## src/rtl/msi_bridge_pkg.sv

```systemverilog
package msi_bridge_pkg;

    localparam int OFFSET_W   = 16;
    localparam int BUS_W      = 32;

    localparam logic [OFFSET_W-1:0] OFF_TYPE     = 16'h0008;
    localparam logic [OFFSET_W-1:0] OFF_DOORBELL = 16'h0040;
    localparam logic [OFFSET_W-1:0] OFF_IDENT    = 16'h0FD0;

    typedef enum logic [1:0] {
        REG_NONE,
        REG_TYPE,
        REG_IDENT,
        REG_DOORBELL
    } reg_sel_e;

endpackage

```

## src/rtl/msi_frame_match.sv

```systemverilog
module msi_frame_match #(
    parameter int NUM_FRAMES = 4,
    parameter int ADDR_W     = 32,
    parameter logic [NUM_FRAMES-1:0][ADDR_W-1:0] FRAME_BASE = '0,
    localparam int IDX_W = (NUM_FRAMES > 1) ? $clog2(NUM_FRAMES) : 1
) (
    input  logic [ADDR_W-1:0]                 addr,
    output logic                              hit,
    output logic [IDX_W-1:0]                  frame_idx,
    output logic [msi_bridge_pkg::OFFSET_W-1:0] offset
);
    import msi_bridge_pkg::*;

    logic [NUM_FRAMES-1:0]              frame_hit;
    logic [NUM_FRAMES-1:0][ADDR_W-1:0]  frame_diff;

    for (genvar g = 0; g < NUM_FRAMES; g++) begin : g_frame
        always_comb begin
            frame_diff[g] = addr - FRAME_BASE[g];
            frame_hit[g]  = (addr >= FRAME_BASE[g]) &&
                            (frame_diff[g][ADDR_W-1:OFFSET_W] == '0);
        end
    end

    // lowest index wins when windows overlap
    always_comb begin
        hit       = 1'b0;
        frame_idx = '0;
        offset    = '0;
        for (int i = NUM_FRAMES - 1; i >= 0; i--) begin
            if (frame_hit[i]) begin
                hit       = 1'b1;
                frame_idx = IDX_W'(i);
                offset    = frame_diff[i][OFFSET_W-1:0];
            end
        end
    end

endmodule

```

## src/rtl/msi_reg_decode.sv

```systemverilog
module msi_reg_decode (
    input  logic                                hit,
    input  logic [msi_bridge_pkg::OFFSET_W-1:0] offset,
    output msi_bridge_pkg::reg_sel_e            sel
);
    import msi_bridge_pkg::*;

    always_comb begin
        sel = REG_NONE;
        if (hit) begin
            unique case (offset)
                OFF_TYPE:     sel = REG_TYPE;
                OFF_IDENT:    sel = REG_IDENT;
                OFF_DOORBELL: sel = REG_DOORBELL;
                default:      sel = REG_NONE;
            endcase
        end
    end

endmodule

```

## src/rtl/msi_spi_window.sv

```systemverilog
module msi_spi_window #(
    parameter int NUM_FRAMES = 4,
    parameter logic [NUM_FRAMES-1:0][15:0] SPI_BASE  = '0,
    parameter logic [NUM_FRAMES-1:0][15:0] SPI_COUNT = '0,
    localparam int IDX_W = (NUM_FRAMES > 1) ? $clog2(NUM_FRAMES) : 1
) (
    input  logic [IDX_W-1:0]                     frame_idx,
    input  logic [msi_bridge_pkg::BUS_W-1:0]     value,
    output logic                                 in_window,
    output logic [msi_bridge_pkg::BUS_W-1:0]     type_word
);
    import msi_bridge_pkg::*;

    logic [NUM_FRAMES-1:0]            frame_ok;
    logic [NUM_FRAMES-1:0][BUS_W-1:0] frame_type;

    for (genvar g = 0; g < NUM_FRAMES; g++) begin : g_win
        localparam logic [BUS_W-1:0] LO = BUS_W'(SPI_BASE[g]);
        localparam logic [BUS_W-1:0] HI = BUS_W'(SPI_BASE[g]) + BUS_W'(SPI_COUNT[g]);
        always_comb begin
            frame_ok[g]   = (value >= LO) && (value < HI);
            frame_type[g] = {SPI_BASE[g], SPI_COUNT[g]};
        end
    end

    always_comb begin
        in_window = frame_ok[frame_idx];
        type_word = frame_type[frame_idx];
    end

endmodule

```

## src/rtl/msi_spi_bridge.sv

```systemverilog
module msi_spi_bridge #(
    parameter int NUM_FRAMES = 4,
    parameter int ADDR_W     = 32,
    parameter int SPI_W      = 10,
    parameter logic [NUM_FRAMES-1:0][ADDR_W-1:0] FRAME_BASE =
        {32'h2008_0000, 32'h2004_0000, 32'h2001_0000, 32'h2000_0000},
    parameter logic [NUM_FRAMES-1:0][15:0] SPI_BASE  =
        {16'd190, 16'd150, 16'd100, 16'd320},
    parameter logic [NUM_FRAMES-1:0][15:0] SPI_COUNT =
        {16'd8, 16'd16, 16'd32, 16'd64}
) (
    input  logic              clk,
    input  logic              rst_n,
    input  logic              bus_req,
    input  logic              bus_we,
    input  logic [31:0]       bus_addr,
    input  logic [31:0]       bus_wdata,
    output logic [31:0]       bus_rdata,
    output logic              irq_valid,
    output logic [SPI_W-1:0]  irq_num
);
    import msi_bridge_pkg::*;

    localparam int IDX_W      = (NUM_FRAMES > 1) ? $clog2(NUM_FRAMES) : 1;
    localparam int LOG2_FRAMES = $clog2(NUM_FRAMES);
    localparam logic [BUS_W-1:0] IDENT_WORD = 32'h4 | (BUS_W'(4 + LOG2_FRAMES) << 4);

    typedef struct packed {
        logic [BUS_W-1:0] rdata;
        logic             irq_valid;
        logic [SPI_W-1:0] irq_num;
    } bridge_state_t;

    bridge_state_t state_d, state_q;

    logic                  hit;
    logic [IDX_W-1:0]      frame_idx;
    logic [OFFSET_W-1:0]   offset;
    reg_sel_e              sel;
    logic                  in_window;
    logic [BUS_W-1:0]      type_word;

    msi_frame_match #(
        .NUM_FRAMES (NUM_FRAMES),
        .ADDR_W     (ADDR_W),
        .FRAME_BASE (FRAME_BASE)
    ) u_match (
        .addr      (bus_addr[ADDR_W-1:0]),
        .hit       (hit),
        .frame_idx (frame_idx),
        .offset    (offset)
    );

    msi_reg_decode u_decode (
        .hit    (hit),
        .offset (offset),
        .sel    (sel)
    );

    msi_spi_window #(
        .NUM_FRAMES (NUM_FRAMES),
        .SPI_BASE   (SPI_BASE),
        .SPI_COUNT  (SPI_COUNT)
    ) u_window (
        .frame_idx (frame_idx),
        .value     (bus_wdata),
        .in_window (in_window),
        .type_word (type_word)
    );

    always_comb begin
        state_d = '0;
        if (bus_req) begin
            if (!bus_we) begin
                unique case (sel)
                    REG_TYPE:  state_d.rdata = type_word;
                    REG_IDENT: state_d.rdata = IDENT_WORD;
                    default:   state_d.rdata = '0;
                endcase
            end else if ((sel == REG_DOORBELL) && in_window) begin
                state_d.irq_valid = 1'b1;
                state_d.irq_num   = bus_wdata[SPI_W-1:0];
            end
        end
    end

    always_ff @(posedge clk) begin
        if (!rst_n) begin
            state_q <= '0;
        end else begin
            state_q <= state_d;
        end
    end

    assign bus_rdata = state_q.rdata;
    assign irq_valid = state_q.irq_valid;
    assign irq_num   = state_q.irq_num;

endmodule

```

## config.mk

```make
export PLATFORM = sky130hd
export DESIGN_NAME = msi_spi_bridge
export DESIGN_NICKNAME = d
export VERILOG_FILES = /design/src/rtl/msi_bridge_pkg.sv /design/src/rtl/msi_frame_match.sv /design/src/rtl/msi_reg_decode.sv /design/src/rtl/msi_spi_window.sv /design/src/rtl/msi_spi_bridge.sv
export SDC_FILE = /design/constraint.sdc
export NUM_CORES = 1
export LEC_CHECK = 0
export ABC_AREA = 1
export BUFFER_PORTS_ARGS = -buffer_cell sky130_fd_sc_hd__buf_2
export CORE_ASPECT_RATIO = 1.5
export CORE_MARGIN = 2
export CORE_UTILIZATION = 45
export DETAILED_ROUTE_END_ITERATION = 6
export PLACE_DENSITY = 0.8
export REMOVE_ABC_BUFFERS = 1
export SYNTH_ARGS = -nofsm -noshare
export SYNTH_HDL_FRONTEND = slang
export SYNTH_SLANG_ARGS = --single-unit
```

## constraint.sdc

```tcl
create_clock -name clk -period 3.1 [get_ports clk]
set_clock_uncertainty 0.1 [all_clocks]
set_input_delay 0.465 -clock clk [delete_from_list [all_inputs] [get_ports clk]]
set_output_delay 0.465 -clock clk [all_outputs]
set_load 0.02 [all_outputs]
```

==> metrics.txt, run 1 <==
CP top delay family simple AND/OR/NAND/NOR gates; most common cell in the synthesized netlist nand2_1; Worst EP arrival 2.82 ns; Post-CTS Setup Bufs 0; register area share after synthesis 19.5%; Critical Path Stages 21; total CTS buffers 3; Internal Power 0.426 mW; top cells by count, synth nand2_1 (73), inv_1 (42), nor2_1 (39); Setup violations, final 0; Max Slew Vio Count 0; Crit. End Element flop; CTS tree built; Initial Util 47.0%; Critical Path Max Stage Delay 0.19 ns; Num Clock Sinks 21; Vias 2348; min-delay src bus_wdata[0]; First-pass DRT Iterations 4; ys async rst share 0%; combinational group share of total power 30.2%; achievable frequency 367 MHz; DP HPWL 4670 um; Die Ht 88.7 um; post-synthesis cell type count 39; Worst-path clk slew 0.07 ns; initial antenna violation count 0; startpoint types primary input; ranking of synthesized cells by area dfxtp_1 (20%), nand2_1 (13%), buf_4 (7.7%), inv_1 (7.3%), nor2_1 (6.8%); final hold violations 0; CP Class in2reg; hold path cells 3; sw frac 31.4%; CTS max path bufs 2; met2 Usage GRT 39.4%; pin count of the biggest net entering global routing 13; antenna diode count 0; setup TNS 0 ns; Rows 30; post-cts hold buffer count 0; # port buffers 91; Final ANT Viol Nets 0; WP data required 3.19 ns; Worst Hold End irq_num[0]; Max VDD drop 0.110 mV; Post-synth top flop dfxtp_1; dominant cell type by area after synthesis dfxtp_1; synthesized area 2150 um^2; Die X 60.5 um; GR met3 Demand/Resource 1.61%; initial DRC count 91; final WL 5190 um; post-layout power 0.621 mW; Die Footprint 5360 um^2; met1 Use GR 20.4%; CP max FO 10; Global Route Usage Sum 19.9%; Filler Cells Inserted 489; first-pass GRT wire length 8450 um; vias in the first global route 2101; root buffer cell clkbuf_8; Max stage delay cell, worst path ha_1; status finished clean; yosys warns 0; top cell type's share of synthesized area 19.5%; GRT overflow 0; Lkg Pwr 1.43 nW; Mean Syn Cell Area 6.36 um^2; Most Crowded Layer GR met2; area delta synth->final 23.5%; WP buf/inv 4; nets 507; CP Cell Sequence buf_2 > inv_1 > ha_1 > inv_2 > nor2_4 > nand2_1 > nand2_1 > nand3_1 > nor2_1 > nand2_1 > nand3b_1 > nand2_4 > nor2_1 > nor2_1 > ha_1 > nand2_1 > nor3_1 > nand2_2 > clkinv_4 > nand2_8 > nor2_2; Power Density 234 nW/um^2; EDFF count, synth 0; Max Cap Violations 0; H-tree Lvls 1; Worst Hold Class in2reg; CTS resizes 0; final worst path period share 88.0%; DRC Markers 0; #FFs+latches synth 21; RePlAce Congestion 0.941; WL/cell 10.5 um; I/O pin total 111; utilization after layout 58.0%; Vias/cell 4.73; clock network fraction of design power 26.2%; layout cells sized above 1 34.7%; RSZ-0062 raised after global routing no; Fin Hold WS 0.341 ns; min Tclk post-route 2.73 ns; Post-Syn Instances 338; sequential share of power 43.6%; sw power 0.195 mW; core area 4580 um^2; most frequent CP cell nand2_1
per-layer routing:
layer | vias up | wire, um
met3 | 16 | 284
met1 | 1009 | 1930
met4 | 0 | 182
met5 | - | 0
met2 | 96 | 2790
li1 | 1227 | -
tightest hold or removal path, delay by kind of cell:
kind | cells | cell delay [ns]
buffers and inverters | 2 | 0.14
and+or+nand+nor | 1 | 0.04
area by class of cell:
cell class / instances / area [um^2] / share of cell area [%]
Sequential cell: 21 / 420 / 15.8
Multi-Input combinational cell: 266 / 1450 / 54.6
Clock buffer: 3 / 41.3 / 1.55
Clock inverter: 1 / 5.00 / 0.188
Tap cell: 64 / 80.1 / 3.01
Timing Repair Buffer: 94 / 478 / 18.0
Inverter: 47 / 181 / 6.83
kinds of logic after synthesis:
kind of cell	share of synthesized area, %
xor gates and xnor gates	1.98
other	0.174
buffers and inverters	16.3
DFF	19.5
adders and majority gates	3.49
and+or+nand+nor	51.8
AOI/OAI and AO/OA	6.63
power by group through the flow:
stage	Sequential [mW]	Combinational (mW)	Clock, mW
final	0.271	0.188	0.163
after global placement	0.277	0.184	0
after global routing	0.270	0.210	0.178
after floorplan	0.278	0.104	0
after detailed placement	0.277	0.187	0
after CTS	0.271	0.187	0.165
through the flow:
step	setup slack, ns	std cells	cell area, um^2
after floorplan	0.326	334	2050
after global placement	0.172	492	2610
after detailed placement	0.0977	492	2610
after CTS	0.354	496	2660
after global routing	0.0580	496	2660
final	0.372	496	2660
worst max path at each step:
stage | from | to | slack, ns
6_report | bus_addr[20] | irq_num[0] | 0.37
5_1_grt | bus_addr[20] | bus_rdata[6] | 0.06
4_1_cts | bus_addr[20] | bus_rdata[6] | 0.35
3_5_place_dp | bus_addr[20] | bus_rdata[6] | 0.1
3_3_place_gp | bus_addr[20] | irq_num[3] | 0.17
2_1_floorplan | bus_addr[19] | irq_num[0] | 0.33
sequential cells by signal, indices dropped and copies added (netlist names):
register and flops:
irq_num 10, bus_rdata 10, irq_valid 1
placed cells by master, fill, tap and decap left out, types with 4 or more instances in the layout:
master | synthesis | final
nand2_1 | 73 | 73
ha_1 | 6 | 6
nor2_1 | 39 | 39
nand3_2 | 5 | 5
o21ai_1 | 7 | 7
nor3_1 | 9 | 9
nand4_1 | 10 | 10
nor2_2 | 17 | 17
nor2_4 | 8 | 8
nand2_4 | 5 | 5
nand3_1 | 27 | 27
inv_2 | 4 | 4
inv_1 | 42 | 42
buf_2 | 1 | 91
conb_1 | 1 | 20
o21ai_0 | 7 | 7
nand2_2 | 7 | 7
dfxtp_1 | 21 | 21
Note: power is estimated with default switching activity, not from simulation.
==> run 2: changes to the inputs <==
PLACE_DENSITY = 0.73   (was 0.8)
SYNTH_HIERARCHICAL = 1   (was default)
==> run 2 against run 1 <==
Compared with the run above: final cell count rose by 56%; fmax is 11% lower; combinational power up 37%; flip-flop and latch count up 22; die area up 48%; largest cell class unchanged.
==> metrics.txt, run 2 <==
Crit. End Element flop; vias in the first global route 3127 (+49%); top cells by count, synth nand2_1 (139), nor2_1 (100), inv_1 (66); Setup violations, final 0 (unchanged); top cell type's share of synthesized area 26.5% (+6.9 points); First-pass DRT Iterations 5 (+1); setup TNS 0 ns (unchanged); met1 Use GR 21.4% (+0.99 points); min Tclk post-route 3.06 ns (+0.334 ns); Worst-path clk slew 0.08 ns (about the same); final hold violations 0 (unchanged); initial antenna violation count 0 (unchanged); synthesized area 3250 um^2 (+51%); I/O pin total 111 (unchanged); Area after DPL 4170 um^2 (+60%); ys async rst share 0% (unchanged); CTS max path bufs 2 (unchanged); EDFF count, synth 0 (unchanged); most common cell after layout, fill and taps aside nand2_1; Tightest Pin Transition 0.806 ns; Critical Path Max Stage Delay 0.18 ns (about the same); total CTS buffers 5 (+2); Final ANT Viol Nets 0 (unchanged); antenna diode count 0 (unchanged); Most Crowded Layer GR met2; yosys warns 6 (+6); CTS tree built; area delta synth->final 46.6%; Worst Hold Class in2reg; Post-Syn Instances 525 (+55%); Initial Util 45.6% (-1.3 points); post-synthesis cell type count 32 (-18%); final worst path period share 98.8% (+11 points); RePlAce Congestion 0.973 (+3.4%); CP max FO 7 (-3); WL/cell 11.5 um (+9.9%); Post-synth top flop dfxtp_1; startpoint types primary input; #FFs+latches synth 43 (+100%); Vias/cell 4.72 (-0.23%); dominant cell type by area after synthesis dfxtp_1; Mean Syn Cell Area 6.20 um^2 (-2.6%); Num Clock Sinks 43 (+100%); Vias 3665 (+56%); achievable frequency 327 MHz (-11%); CP Class in2reg; root buffer cell clkbuf_8; Global Route Usage Sum 20.3% (+0.38 points); core area 7130 um^2 (+56%); post-cts hold buffer count 0 (unchanged); Max stage delay cell, worst path nor2_4; Die Footprint 7940 um^2 (+48%); Max VDD drop 0.292 mV (+170%); pin count of the biggest net entering global routing 33 (+20); H-tree Lvls 2 (+1); DRC Markers 0 (unchanged); Max Slew Vio Count 0 (unchanged); commonest cells after routing, fill and taps aside nand2_1 (125), buf_2 (108), nor2_1 (90); met2 Usage GRT 38.0% (-1.5 points); Die X 73.4 um (+21%); Rows 38 (+27%); Power Density 274 nW/um^2 (+17%); status finished clean; ranking of synthesized cells by area dfxtp_1 (26%), nand2_1 (16%), nor2_1 (12%), inv_1 (7.6%), buf_4 (6.2%); initial DRC count 123 (+35%); min-delay src bus_wdata[9]; first-pass GRT wire length 13000 um (+54%); Max Cap Violations 0 (unchanged); nets 769 (+52%); final WL 8920 um (+72%); # port buffers 110 (+21%); most common cell in the synthesized netlist nand2_1; RSZ-0062 raised after global routing yes; Worst EP arrival 3.18 ns (+0.36 ns); DP HPWL 6700 um (+44%); register area share after synthesis 26.5% (+6.9 points); Slew HR 46.1%; GR met3 Demand/Resource 1.77% (+0.16 points); Die Ht 108 um (+22%); Crit. Startpoint bus_addr[20]; WP data required 3.22 ns (+0.03 ns); max FFs per register 32; Lkg Pwr 2.50 nW (+76%); layout cells sized above 1 42.1% (+7.4 points); GRT overflow 0 (unchanged); final instance area 4770 um^2 (+80%)
-- run 2: worst paths after layout --
| kind | end | slack, ns | depth (start not counted) |
|---|---|---|---|
| hold / removal | irq_num[9] | 0.32 | 3 |
| setup / recovery | bus_rdata[21] | 0.04 | 26 |
-- run 2: critical path, delay by kind of cell --
family,cells,cell delay [ns]
AND/OR/NAND/NOR,18,1.66
buffers and inverters,7,0.88
adder cells (fa/ha/maj),1,0.18
-- run 2: metal layers --
metal  up-vias  part of all wire [%]
li1       1894                     -
met1      1629                    37
met2       120                    54
met3        22                   4.6
met4         0                   4.1
met5         -                     0
-- run 2: layout make-up --
class | instances | area [um^2]
clock buffers | 6 | 72.6
clock inverters | 2 | 60.1
fillers | 597 | 2360
inverters | 75 | 308
multi-input cells | 391 | 2200
flip-flops and latches | 43 | 861
well taps | 80 | 100
repair buffers | 179 | 1170
-- run 2: through the flow --
stage	total power [mW]	setup slack [ns]	util, %	instances	hold WS [ns]
6_report	1.30	0.0380	66.9	776	0.323
4_1_cts	1.29	0.00189	60.6	764	0.299
3_3_place_gp	0.789	-0.275	58.5	756	0.592
3_5_place_dp	0.793	-0.414	58.5	756	0.608
2_1_floorplan	0.666	-0.439	-	508	0.485
5_1_grt	1.36	-0.140	66.9	776	0.312
-- run 2: where the power goes --
part	internal, mW	switching (mW)
combinational	0.113	0.144
clock	0.322	0.174
sequential	0.552	0.0000000000789
-- run 2: logic make-up (layout without fill, tap and decap cells) --
kind of cell             count (synthesis)  count (layout)  synth area share (%)
XOR/XNOR                                 2               2                 0.769
other                                    1              20                 0.115
AND/OR/NAND/NOR                        341             342                  49.7
AO/OA/AOI/OAI                           21              21                  3.38
adder cells (fa/ha/maj)                  6               6                  2.31
buffers and inverters                  111             262                  17.3
flip-flops                              43              43                  26.5
-- run 2: timing repair --
| action | 4_1_cts | 5_1_grt |
|---|---|---|
| gates resized for setup | 4 | 88 |
| pin swaps | 0 | 41 |
| endpoints found under the setup margin | 16 | 24 |
| buffers inserted | 0 | 9 |
| gates cloned | 0 | 3 |
==> run 3: changes to the inputs <==
CORE_UTILIZATION = 50   (was 45)
PLACE_DENSITY = 0.8   (was 0.73)
==> run 3 against run 2 <==
Compared with the run above: critical path depth down 1; sequential power about the same; flip-flop and latch count unchanged; critical path type unchanged; critical endpoint is now irq_num[6]; largest power group unchanged.
==> metrics.txt, run 3 (synthesis gave the netlist of run 2 again) <==
Lkg Pwr 2.31 nW (-7.7%); CP max FO 6 (-1); Internal Power 0.900 mW (-8.8%); Final ANT Viol Nets 0 (unchanged); DRC Markers 0 (unchanged); Crit. End Element flop; WL/cell 11.1 um (-3.3%); initial DRC count 151 (+23%); pin count of the biggest net entering global routing 33 (unchanged); I/O pin total 111 (unchanged); final hold violations 0 (unchanged); Max VDD drop 0.210 mV (-28%); post-cts hold buffer count 0 (unchanged); Vias 3582 (-2.3%); Die Footprint 7180 um^2 (-9.6%); Worst Hold Class in2reg; Power Density 273 nW/um^2 (-0.14%); WP data required 3.22 ns (about the same); Max Slew Vio Count 0 (unchanged); fin cells 758 (-2.3%); nets 755 (-1.8%); CTS tree built; First-pass DRT Iterations 5 (unchanged); commonest cells after routing, fill and taps aside nand2_1 (128), buf_2 (109), nor2_1 (94); Setup violations, final 0 (unchanged); area of the multi-input gates 2070 um^2 (-5.8%); antenna diode count 0 (unchanged); initial antenna violation count 0 (unchanged); placed cells 741 (-2.0%); Worst-path clk slew 0.08 ns (about the same); Global Route Usage Sum 21.6% (+1.2 points); # port buffers 110 (unchanged); Num Clock Sinks 43 (unchanged); min Tclk post-route 2.99 ns (-0.0730 ns); total CTS buffers 5 (unchanged); sw power 0.327 mW (+2.8%); Die X 69.9 um (-4.9%); CP Class in2reg; first-pass GRT wire length 12900 um (-1.1%); sequential cell area 861 um^2 (unchanged); Worst EP arrival 3.11 ns (-0.07 ns); utilization after layout 70.2% (+3.3 points); root buffer cell clkbuf_8; Die Ht 103 um (-4.9%); status finished clean; Filler Cells Inserted 519 (-13%); startpoint types primary input; Rows 36 (-5.3%); core area 6400 um^2 (-10%); Vias/cell 4.73 (about the same); area delta synth->final 37.9%; clock network fraction of design power 35.3% (-2.7 points); layout cells sized above 1 39.3% (-2.8 points); final WL 8430 um (-5.5%); achievable frequency 335 MHz (+2.4%); Max Cap Violations 0 (unchanged); post-layout power 1.23 mW (-6.0%); RePlAce Congestion 0.854 (-12%); sequential share of power 45.0% (+2.7 points); combinational group share of total power 19.7% (about the same); CTS max path bufs 2 (unchanged); GRT overflow 0 (unchanged); max FFs per register 32 (unchanged); H-tree Lvls 2 (unchanged); final worst path period share 96.4% (-2.4 points); most common cell after layout, fill and taps aside nand2_1; Initial Util 50.9% (+5.2 points); DP HPWL 6620 um (-1.3%); RSZ-0062 raised after global routing yes; vias in the first global route 3227 (+3.2%); sw frac 26.6% (+2.3 points)
-- run 3: cell types whose count changed in the layout (fill, tap and decap cells not counted), sizes merged --
cell,previous run,this run
bufinv,3,2
inv,74,75
clkinvlp,0,1
nor2,134,133
buf,178,164
-- run 3: critical path, cell delays in order --
cell and delay, ns:
buf_2 0.12, buf_4 0.13, inv_1 0.06, nand2_2 0.11
buf_4 0.17, nor2_1 0.10, nand2_1 0.09, nand2_1 0.07
nand2_1 0.04, nand2_1 0.08, nor2_2 0.05, nand3_2 0.08
nand2_4 0.07, nor2_8 0.13, buf_12 0.15, nor2_2 0.05
nor2_2 0.13, nand3_1 0.12, nand2_1 0.08, nand2_1 0.08
nor2_4 0.16, ha_1 0.18, nand3_2 0.09, buf_4 0.17
nor3_1 0.12
-- run 3: metrics by stage --
stage / worst slack (ns) / setup TNS, ns / cell area (um^2) / hold WS, ns
floorplan: -0.439 / -5.02 / 3060 / 0.485
global placement: -0.187 / -3.65 / 4080 / 0.595
detailed placement: -0.256 / -5.17 / 4080 / 0.598
CTS: 0.0450 / 0 / 4200 / 0.282
global route: -0.0959 / -1.39 / 4490 / 0.288
finish: 0.111 / 0 / 4490 / 0.288
-- run 3: power by group through the flow --
stage / Sequential [mW] / Clock [mW] / Combinational [mW]
final: 0.552 / 0.433 / 0.242
after global routing: 0.552 / 0.457 / 0.269
after CTS: 0.552 / 0.443 / 0.217
after detailed placement: 0.565 / 0 / 0.216
after global placement: 0.565 / 0 / 0.214
after floorplan: 0.565 / 0 / 0.101
-- run 3: worst paths after layout --
| path | slack, ns | end | startpoint | depth (start not counted) |
|---|---|---|---|---|
| hold / removal | 0.29 | irq_num[0] | bus_wdata[0] | 3 |
| setup / recovery | 0.11 | irq_num[6] | bus_addr[17] | 25 |
-- run 3: routing by layer --
| metal | track usage [%] | up-vias | share of wire, % |
|---|---|---|---|
| met3 | 2.05 | 22 | 4.5 |
| met5 | 0 | - | 0 |
| met4 | 9.02 | 0 | 2.8 |
| met1 | 21.7 | 1577 | 36 |
| met2 | 44.5 | 123 | 56 |
| li1 | - | 1860 | - |
-- run 3: final cells by class --
cell class,count,area share [%]
Tap cell,76,2.12
Multi-Input combinational cell,390,46.2
Sequential cell,43,19.2
Clock inverter,3,1.03
Timing Repair Buffer,166,23.4
Clock buffer,5,1.53
Inverter,75,6.58
-- run 3: repair_timing --
| item | 4_1_cts | 5_1_grt |
|---|---|---|
| buffers inserted | 0 | 6 |
| endpoints found under the setup margin | 0 | 24 |
| gates resized for setup | 0 | 56 |
| hold endpoints to repair | 0 | 0 |
